`config.mk`:
```
export PLATFORM = sky130hd
export DESIGN_NAME = sbit_unit
export DESIGN_NICKNAME = d
export VERILOG_FILES = /design/src/rtl/sbit_pkg.sv /design/src/rtl/sbit_idx_sel.sv /design/src/rtl/sbit_mask_dec.sv /design/src/rtl/sbit_op_core.sv /design/src/rtl/sbit_out_reg.sv /design/src/rtl/sbit_unit.sv
export SDC_FILE = /design/constraint.sdc
export NUM_CORES = 1
export LEC_CHECK = 0
export BUFFER_PORTS_ARGS = -buffer_cell sky130_fd_sc_hd__clkbuf_2
export CAP_MARGIN = 10
export CORE_MARGIN = 5
export CORE_UTILIZATION = 50
export CTS_CLUSTER_DIAMETER = 100
export DETAILED_ROUTE_END_ITERATION = 6
export GPL_ROUTABILITY_DRIVEN = 0
export PLACE_DENSITY = 0.78
export SETUP_SLACK_MARGIN = 0.05
export SLEW_MARGIN = 20
export SYNTH_ARGS = -nofsm -noshare
export SYNTH_HDL_FRONTEND = slang
export SYNTH_SLANG_ARGS = --single-unit
export TNS_END_PERCENT = 20
```
`constraint.sdc`:
```
create_clock -name clk -period 4.85 [get_ports clk]
set_clock_uncertainty 0.15 [all_clocks]
set_input_delay 0.2425 -clock clk [delete_from_list [all_inputs] [get_ports clk]]
set_output_delay 0.2425 -clock clk [all_outputs]
set_load 0.005 [all_outputs]
```
`src/rtl/sbit_pkg.sv`:
```
package sbit_pkg;

  typedef enum logic [1:0] {
    SB_CLR = 2'b00,
    SB_SET = 2'b01,
    SB_INV = 2'b10,
    SB_EXT = 2'b11
  } sb_op_e;

  localparam int unsigned SB_IMM_W = 6;

  // An immediate index is reserved when it cannot address a bit of the datapath.
  function automatic logic sb_imm_reserved(input int unsigned xlen,
                                           input logic use_imm,
                                           input logic [SB_IMM_W-1:0] imm);
    return use_imm && (xlen == 32) && imm[SB_IMM_W-1];
  endfunction

endpackage

```
`src/rtl/sbit_idx_sel.sv`:
```
module sbit_idx_sel
  import sbit_pkg::*;
#(
  parameter int unsigned XLEN = 32,
  localparam int unsigned IDXW = $clog2(XLEN)
) (
  input  logic                 use_imm,
  input  logic [XLEN-1:0]      src_b,
  input  logic [SB_IMM_W-1:0]  imm_sh,
  output logic [IDXW-1:0]      idx,
  output logic                 imm_rsvd
);

  // Taking only the low bits is the modulo-XLEN reduction.
  always_comb begin
    if (use_imm) idx = imm_sh[IDXW-1:0];
    else         idx = src_b[IDXW-1:0];
  end

  assign imm_rsvd = sb_imm_reserved(XLEN, use_imm, imm_sh);

endmodule

```
`src/rtl/sbit_mask_dec.sv`:
```
module sbit_mask_dec #(
  parameter int unsigned XLEN = 32,
  localparam int unsigned IDXW = $clog2(XLEN)
) (
  input  logic [IDXW-1:0] idx,
  output logic [XLEN-1:0] mask
);

  // One comparator per bit position instead of a barrel shifter.
  for (genvar g = 0; g < XLEN; g++) begin : g_dec
    assign mask[g] = (idx == IDXW'(g));
  end

endmodule

```
`src/rtl/sbit_op_core.sv`:
```
module sbit_op_core
  import sbit_pkg::*;
#(
  parameter int unsigned XLEN = 32
) (
  input  sb_op_e          op,
  input  logic [XLEN-1:0] src_a,
  input  logic [XLEN-1:0] mask,
  output logic [XLEN-1:0] result
);

  function automatic logic [XLEN-1:0] apply_op(input sb_op_e o,
                                               input logic [XLEN-1:0] a,
                                               input logic [XLEN-1:0] m);
    logic [XLEN-1:0] r;
    unique case (o)
      SB_CLR:  r = a & ~m;
      SB_SET:  r = a | m;
      SB_INV:  r = a ^ m;
      default: r = {{(XLEN-1){1'b0}}, |(a & m)};
    endcase
    return r;
  endfunction

  assign result = apply_op(op, src_a, mask);

endmodule

```
`src/rtl/sbit_out_reg.sv`:
```
module sbit_out_reg #(
  parameter int unsigned XLEN = 32
) (
  input  logic            clk,
  input  logic            rst,
  input  logic            in_valid,
  input  logic [XLEN-1:0] d,
  input  logic            rsvd,
  output logic            q_valid,
  output logic [XLEN-1:0] q,
  output logic            q_rsvd
);

  always_ff @(posedge clk) begin
    if (rst) begin
      q_valid <= 1'b0;
      q       <= '0;
      q_rsvd  <= 1'b0;
    end else begin
      q_valid <= in_valid;
      q_rsvd  <= in_valid & rsvd;
      if (in_valid) q <= d;
    end
  end

endmodule

```
`src/rtl/sbit_unit.sv`:
```
module sbit_unit
  import sbit_pkg::*;
#(
  parameter int unsigned XLEN = 32
) (
  input  logic                clk,
  input  logic                rst,
  input  logic                in_valid,
  input  logic [1:0]          op,
  input  logic                use_imm,
  input  logic [XLEN-1:0]     src_a,
  input  logic [XLEN-1:0]     src_b,
  input  logic [SB_IMM_W-1:0] imm_sh,
  output logic                res_valid,
  output logic [XLEN-1:0]     res_data,
  output logic                res_rsvd
);

  localparam int unsigned IDXW = $clog2(XLEN);

  logic [IDXW-1:0] bit_idx;
  logic [XLEN-1:0] bit_mask;
  logic [XLEN-1:0] op_result;
  logic            imm_rsvd;

  sbit_idx_sel #(.XLEN(XLEN)) u_idx (
    .use_imm (use_imm),
    .src_b   (src_b),
    .imm_sh  (imm_sh),
    .idx     (bit_idx),
    .imm_rsvd(imm_rsvd)
  );

  sbit_mask_dec #(.XLEN(XLEN)) u_dec (
    .idx (bit_idx),
    .mask(bit_mask)
  );

  sbit_op_core #(.XLEN(XLEN)) u_core (
    .op    (sb_op_e'(op)),
    .src_a (src_a),
    .mask  (bit_mask),
    .result(op_result)
  );

  sbit_out_reg #(.XLEN(XLEN)) u_out (
    .clk     (clk),
    .rst     (rst),
    .in_valid(in_valid),
    .d       (op_result),
    .rsvd    (imm_rsvd),
    .q_valid (res_valid),
    .q       (res_data),
    .q_rsvd  (res_rsvd)
  );

endmodule

```
---- Yosys cells after proc, flatten, opt, wreduce, memory -nomap -nowiden ----
Index checks and enable logic that the tools add are counted.
word-level totals
  flip-flop bits (word level) ............. 34
  output and inout bits ................... 34
operators by class
  eq/ne operators ......................... 33
  mux-type cells .......................... 2
  bitwise operators ....................... 6
  reduce and logical (&&, ||, !) cells .... 4
operators by type and width
  operator                                                               count
  32-bit one-hot mux with 3 select lines                                 1
  5-bit equality test, second input constant                             16
  32-bit AND                                                             2
  5-bit by 4-bit equality test with 1-bit output, second input constant  8
  32-bit inverter                                                        1
  32-bit OR                                                              1
  32-bit OR reduction                                                    1
  32-bit bitwise XOR                                                     1
  5-bit by 3-bit equality test with 1-bit output, second input constant  4
  5-bit by 2-bit equality test with 1-bit output, second input constant  2
  5-bit by 1-bit equality test with 1-bit output, second input constant  1
  5-bit logical NOT                                                      1
  5-bit 2-to-1 mux                                                       1
  2-bit by 1-bit equality test with 1-bit output, second input constant  1
  2-bit equality test, second input constant                             1
  2-bit logical NOT                                                      1
  1-bit AND                                                              1
  1-bit logical AND                                                      1

---- Logic depth before layout (Yosys ltp) ----
Gate-level depths: netlist (run 1).
  depth in word-level cells ............... 5
  depth in mapped cells ................... 10

---- Modules after synthesis ----
From an unflattened synthesis (run 1), not the netlist that was laid out.
unflattened totals
  cell total of the unflattened synthesis .. 412
  area, all modules ....................... 3634.7 µm²
modules (own cells, without submodules)
  module         instances  cells each  area an instance (µm²)
  sbit_op_core   1          251         2123.3
  sbit_out_reg   1          108         1226.2
  sbit_mask_dec  1          47          221.5
  sbit_idx_sel   1          6           63.8

---- Worst setup path after synthesis (run 1) ----
OpenSTA, ideal clock, no wires.
  path kind ............................... input -> register
  start ................................... in imm_sh[3]
  end ..................................... reg u_out.q[0]
  library setup time ...................... 127 ps
  data arrival time ....................... 1798 ps
  required time ........................... 4573 ps
  setup slack ............................. 2774 ps
  cell stages on the path ................. 8
  buffers on the path ..................... 1
  path through ............................ clkbuf_1 > o32a_1 > nor2_1 > ha_1 > nor4_1 > nand4_1 > nor4_2 > a2111oi_2
between the ends
  longest elaborated chain between the ends .. 5
  elaborated cells on any way between the ends .. 40
  classes of those cells .................. eq/ne (31); mux (2); bitwise (5); reduce/logical (2)
RTL lines
  item                                                                    RTL line                                RTL
  start: declaration                                                      sbit_unit.sv:13                         input logic [SB_IMM_W-1:0] imm_sh,
  5-bit 2-to-1 mux (*)                                                    sbit_idx_sel.sv:16                      if (use_imm) idx = imm_sh[IDXW-1:0];
  5-bit by 1-bit equality test with 1-bit output (tied with other cells)  sbit_mask_dec.sv:11                     assign mask[g] = (idx == IDXW'(g));
  32-bit AND / 32-bit inverter (equally long branches)                    sbit_op_core.sv:20, sbit_op_core.sv:17
  32-bit OR reduction / 32-bit AND (equally long branches)                sbit_op_core.sv:20, sbit_op_core.sv:17
  32-bit one-hot mux with 3 select lines (*)                              sbit_op_core.sv:16                      unique case (o)
  end signal: assignment                                                  sbit_out_reg.sv:17                      q <= '0;
  end signal: assignment                                                  sbit_out_reg.sv:22                      if (in_valid) q <= d;
  end: declaration                                                        sbit_out_reg.sv:10                      output logic [XLEN-1:0] q,
Mark *: on every way between the ends. The rest lies on a longest branch, timed or not.
A chain may end at the register's enable or synchronous reset.

---- Worst setup path in the final report (run 1) ----
  start ................................... in use_imm
  end ..................................... reg u_out.q[0]
between the ends
  longest elaborated chain between the ends .. 5
  elaborated cells on any way between the ends .. 40
  classes of those cells .................. eq/ne (31); mux (2); bitwise (5); reduce/logical (2)
RTL lines
  item                                                                    RTL line                                RTL
  start: declaration                                                      sbit_unit.sv:10                         input logic use_imm,
  5-bit 2-to-1 mux (*)                                                    sbit_idx_sel.sv:16
  5-bit by 1-bit equality test with 1-bit output (tied with other cells)  sbit_mask_dec.sv:11
  32-bit AND / 32-bit inverter (equally long branches)                    sbit_op_core.sv:20, sbit_op_core.sv:17
  32-bit OR reduction / 32-bit AND (equally long branches)                sbit_op_core.sv:20, sbit_op_core.sv:17
  32-bit one-hot mux with 3 select lines (*)                              sbit_op_core.sv:16
Marked as above.

==> flow_summary.yaml, run 1 <==
power_and_ir_drop:
  powerDensity_nw_per_um2: 180
  p_switching_uw: 260
  p_int_uw: 497
  power_switching_share: 0.344
  vdd.ir_drop.worst_uv: 106
  p_clk_frac: 0.269
  cellLeakagePower_nw: 2.10
  seq_power_share: 0.407
  pwr-share-comb: 0.324
global_routing:
  grt_antenna_before_repair: 0
  use_met2: 0.358
  grt_use_total: 0.205
  grt_first_pass_wirelength_mm: 16.1
  gr-usage-met1: 0.248
  use_met3: 0.0468
  grt_pass1_vias: 3521
  grt_max_degree: 36
  grt_overflow: 0
  busiest_layer: "met2"
critical_path:
  endpoint_kind: "flip-flop"
  start_kind: "input pin"
  worstPathArrival_ps: 2450
  crit_chain: "clkbuf_2 -> or2b_1 -> o32a_1 -> nor2_2 -> nand2_1 -> ha_1 -> mux2_2 -> o22ai_1 -> a2111oi_2"
  worst-setup-path-type: "in2reg"
  cp_top_family: "simple AND/OR/NAND/NOR gates"
  crit_fanout: 23
  required_ps: 4880
  r2r-end: "u_out.q[0]"
  path_buf_inv: 1
  slowest_delay_ps: 390
  r2r_slack_ps: 3870
  timing.rr.start: "u_out.q[0]"
  slowest_stage: "clkbuf_2"
  reg2reg_depth: 2
floorplanning:
  dieWidth_um: 96.8
  die_h_um: 96.8
  num_rows: 31
  core_area_um2: 7290
  start_util: 0.516
  die_area_um2: 9370
  num_io_pins: 110
clocking:
  hold_buffers: 0
  path_clk_slew_ps: 70
  clkLatencyLatePin_ps: 290
  cts_sinks: 34
  cts_resized: 0
  cts_made_buffers: 5
  clk_path_buf_depth: 2
  tritoncts: "yes"
  post_cts_buffers: 0
  htreeDepth: 2
  cts_root_buf: "clkbuf_8"
route:
  drc: 0
  postRouteAntennaNets: 0
  first_pass_iters: 5
  drt_iter0_markers: 229
  vias_per_cell: 5.65
  routed_wl_mm: 9.87
  vias: 3429
  detail_route.wl_per_cell_um: 16.3
hold_path:
  worst_hold_path.endpoint: "u_out.q_rsvd"
  hold_path.class: "in2reg"
  whs_path_depth: 2
  hp-start: "imm_sh[5]"
timing:
  report.final.slew_viol_count: 0
  fmax_mhz: 412
  fin_setup_tns_ps: 0
  slew_headroom: 0.230
  post-route-period-util: 0.500
  fin_crit_ps: 2430
  setup_viol_count_final: 0
  hold_viol: 0
  rsz0062_at_grt: "no"
  worstMarginPinSlew_ps: 1150
run:
  cap_viol_max_count: 0
final_layout:
  drive_gt1_frac: 0.201
  seqCellArea_um2: 681
  multi_input_area_um2: 2790
  final_cell_mix: "ha_1 (96), clkbuf_2 (82), nor2_1 (73)"
  fillerInstances: 670
  fin_cells: 607
  antennaDiodeCount: 0
  areaGrowthSynthToFinish_pct: 12.0
  fin_nets: 680
  final_common_cell: "ha_1"
synth:
  synth_ff_type: "dfxtp_1"
  syn_inst: 445
  synth_cell_types: 42
  synth_edf_count: 0
  syn_avg_cell_area_um2: 8.46
  synthesis.nets: 617
  yosysSeqAreaShare: 0.181
  synth-seq-cells: 34
  synth_area_um2: 3760
  yosysWarningCount: 0
  async_flop_share: 0
place:
  numPortBuffers: 82
  dpl.hpwl_mm: 7.31
  place_inst: 600
outcome:
  status: "finished clean"
## cells by family (layout without fill, tap and decap cells)
kind of cell    count (synthesis)  count (layout)  synth area share
compound gates                 80              80             0.165
mux                            34              34            0.0954
fa+ha+maj                      96              96             0.319
buf+inv                        60             123            0.0774
flops                          34              34             0.181
simple gates                  141             141             0.163
## power by group through the flow
| stage | logic (mW) | registers (mW) | clock network [mW] |
|---|---|---|---|
| global route | 0.274 | 0.311 | 0.222 |
| global placement | 0.232 | 0.314 | 0 |
| finish | 0.245 | 0.308 | 0.204 |
| detailed placement | 0.243 | 0.315 | 0 |
| floorplan | 0.156 | 0.316 | 0 |
| CTS | 0.246 | 0.309 | 0.207 |
## per-stage QoR
| stage | hold WS, ps | util | instance area (um2) | power, mW | worst slack (ps) |
|---|---|---|---|---|---|
| 3_3_place_gp | 319 | 0.568 | 4140 | 0.546 | 2230 |
| 4_1_cts | 31.1 | 0.578 | 4220 | 0.761 | 2450 |
| 5_1_grt | 28.4 | 0.578 | 4220 | 0.807 | 2300 |
| 2_1_floorplan | 165 | - | 3760 | 0.473 | 2770 |
| 3_5_place_dp | 325 | 0.568 | 4140 | 0.558 | 2180 |
| 6_report | 29.8 | 0.578 | 4220 | 0.758 | 2420 |
## final cells by class
class / instances / area share
Timing Repair Buffer: 83 / 0.0991
Inverter: 33 / 0.0294
Sequential cell: 34 / 0.161
Tap cell: 99 / 0.0294
Clock buffer: 7 / 0.0181
Multi-Input combinational cell: 351 / 0.663
## synth_stat cells (6+ instances only)
cell type	number	area share
nand2_1	44	0.044
ha_1	96	0.32
clkbuf_1	12	0.012
o21ai_0	24	0.032
o221ai_1	31	0.072
buf_6	7	0.021
nor4_1	6	0.010
dfxtp_1	34	0.18
o21ai_1	7	0.0093
mux2i_1	31	0.082
nor2_1	73	0.073
inv_1	33	0.033
## worst max path at each step
stage | cells after the start | from | to
2_1_floorplan | 8 | imm_sh[3] | u_out.q[0]
3_3_place_gp | 7 | use_imm | u_out.q[0]
3_5_place_dp | 9 | use_imm | u_out.q[0]
4_1_cts | 7 | use_imm | u_out.q[0]
5_1_grt | 9 | use_imm | u_out.q[0]
6_report | 9 | use_imm | u_out.q[0]
## layer usage
layer	wire length, um	vias up	part of all wire
met5	0	-	0
met1	4210	1611	0.43
li1	-	1676	-
met2	4740	132	0.48
met3	818	10	0.083
met4	107	0	0.011
## registers in the layout (all words and copies together) (netlist names)
register / cells
u_out.q: 32
u_out.q_rsvd: 1
u_out.q_valid: 1
## worst reg2reg max path, delay by kind of cell, from the launching register on
kind	cells	cell delay (ps)
flops	1	330
compound gates	1	340
simple gates	1	50
Power figures use the tool's default switching activity.
==> run 2, diff against run 1 <==
==> constraint.sdc (replaced) <==
create_clock -name clk -period 2.4 [get_ports clk]
set_clock_uncertainty 0.15 [all_clocks]
set_input_delay 0.12 -clock clk [delete_from_list [all_inputs] [get_ports clk]]
set_output_delay 0.12 -clock clk [all_outputs]
set_load 0.005 [all_outputs]
==> run 2 against run 1 <==
Routed wire length is 0.90% lower. Design area is 2.1% higher. Via count is 0.79% higher. Utilization is 1.2 points higher. Highest routed layer unchanged.
==> flow_summary.yaml, run 2 (same netlist as run 1, synthesis figures left out) <==
outcome:
  status: "finished clean"
route:
  drc: 0
  drt_iter0_markers: 225
  detail_route.wl_per_cell_um: 15.8
  vias: 3456
  vias_per_cell: 5.59
  postRouteAntennaNets: 0
  routed_wl_mm: 9.78
  first_pass_iters: 4
final_layout:
  seqCellArea_um2: 681
  top_regs: "u_out.q (32), u_out.q_rsvd (1), u_out.q_valid (1)"
  final_common_cell: "ha_1"
  areaGrowthSynthToFinish_pct: 14.3
  fillerInstances: 693
  fin_nets: 691
  drive_gt1_frac: 0.220
  final_area_um2: 4300
  multi_input_area_um2: 2790
  regMostFlops: "u_out.q"
  antennaDiodeCount: 0
  largest_reg_flops: 32
  final_cell_mix: "ha_1 (96), clkbuf_2 (82), nor2_1 (73)"
critical_path:
  r2r_slack_ps: 1390
  crit_path_start: "use_imm"
  endpoint: "u_out.q[0]"
  start_kind: "input pin"
  reg2reg_depth: 2
  r2r-end: "u_out.q[0]"
  required_ps: 2430
  worst-setup-path-type: "in2reg"
  crit_chain: "clkbuf_2 -> buf_4 -> mux2_4 -> nor2_2 -> nand2_1 -> ha_1 -> mux2_2 -> o22ai_1 -> a2111oi_2"
  endpoint_kind: "flip-flop"
  slowest_stage: "a2111oi_2"
  timing.rr.start: "u_out.q[0]"
  worstPathArrival_ps: 2140
  slowest_delay_ps: 380
  crit_fanout: 17
power_and_ir_drop:
  powerDensity_nw_per_um2: 356
  vdd.ir_drop.worst_uv: 229
  cellLeakagePower_nw: 2.16
clocking:
  cts_resized: 0
  post_cts_buffers: 0
  clkLatencyLatePin_ps: 290
  cts_made_buffers: 5
  htreeDepth: 2
  tritoncts: "yes"
  cts_root_buf: "clkbuf_8"
  hold_buffers: 1
  path_clk_slew_ps: 70
  cts_sinks: 34
  clk_path_buf_depth: 2
timing:
  post-route-period-util: 0.880
  fin_setup_tns_ps: 0
  fin_crit_ps: 2110
  fmax_mhz: 474
  hold_viol: 0
  worstMarginPinSlew_ps: 672
  slew_headroom: 0.552
  report.final.slew_viol_count: 0
  setup_viol_count_final: 0
  rsz0062_at_grt: "no"
floorplanning:
  start_util: 0.516
  die_h_um: 96.8
  num_rows: 31
  dieWidth_um: 96.8
  core_area_um2: 7290
  die_area_um2: 9370
  num_io_pins: 110
global_routing:
  use_met2: 0.351
  grt_first_pass_wirelength_mm: 16.4
  gr-usage-met1: 0.264
  grt_overflow: 0
  busiest_layer: "met2"
  grt_pass1_vias: 3459
  grt_max_degree: 34
  grt_use_total: 0.207
  use_met3: 0.0475
  grt_antenna_before_repair: 0
place:
  dpl.hpwl_mm: 7.57
  placed_area_um2: 4210
  numPortBuffers: 82
run:
  cap_viol_max_count: 0
hold_path:
  hold_path.class: "in2reg"
-- run 2: cell count changes in the layout (fill, tap and decap cells not counted) --
cell,change
clkbuf_1,-2
dlygate4sd3_1,+1
clkinv_2,+2
buf_4,+10
-- run 2: layout make-up --
cell class              instances  share of cell area
inverters                      33              0.0288
flip-flops and latches         34               0.158
multi-input cells             351               0.649
clock buffers                   5              0.0160
repair buffers                 94               0.117
well taps                      99              0.0288
clock inverters                 2             0.00233
-- run 2: power by group --
group / internal (mW) / switching [mW]
clock network: 0.195 / 0.208
logic: 0.211 / 0.297
registers: 0.605 / 0.0180
total: 1.01 / 0.523
-- run 2: through the flow --
stage          instances   util  setup WS (ps)  hold slack [ps]  total power, mW
3_5_place_dp         610  0.578           27.7              213             1.14
4_1_cts              618  0.590            318             28.1             1.56
3_3_place_gp         610  0.578            107              206             1.12
6_report             618  0.590            288             41.0             1.53
5_1_grt              618  0.590            124             48.4             1.65
2_1_floorplan        445      -            447             42.4            0.955
-- run 2: per-layer routing --
metal | part of all wire | vias to the layer above
met5 | 0 | -
met1 | 0.45 | 1675
met3 | 0.065 | 11
met2 | 0.48 | 84
li1 | - | 1686
met4 | 0.011 | 0
-- run 2: critical path, delay by kind of cell --
kind	cells	cell delay [ps]
muxes	2	480
AOI/OAI and AO/OA	2	460
buffers and inverters	2	430
and+or+nand+nor	2	360
adders and majority gates	1	280
-- run 2: worst min-delay path by stage --
| stage | startpoint | endpoint | slack (ps) | cells after the start |
|---|---|---|---|---|
| 6_report | in_valid | u_out.q[0] | 40 | 2 |
| 5_1_grt | in_valid | u_out.q[0] | 50 | 2 |
| 4_1_cts | in_valid | u_out.q[0] | 30 | 2 |
| 3_5_place_dp | imm_sh[5] | u_out.q_rsvd | 210 | 2 |
| 3_3_place_gp | imm_sh[5] | u_out.q_rsvd | 210 | 2 |
| 2_1_floorplan | rst | u_out.q[20] | 40 | 1 |
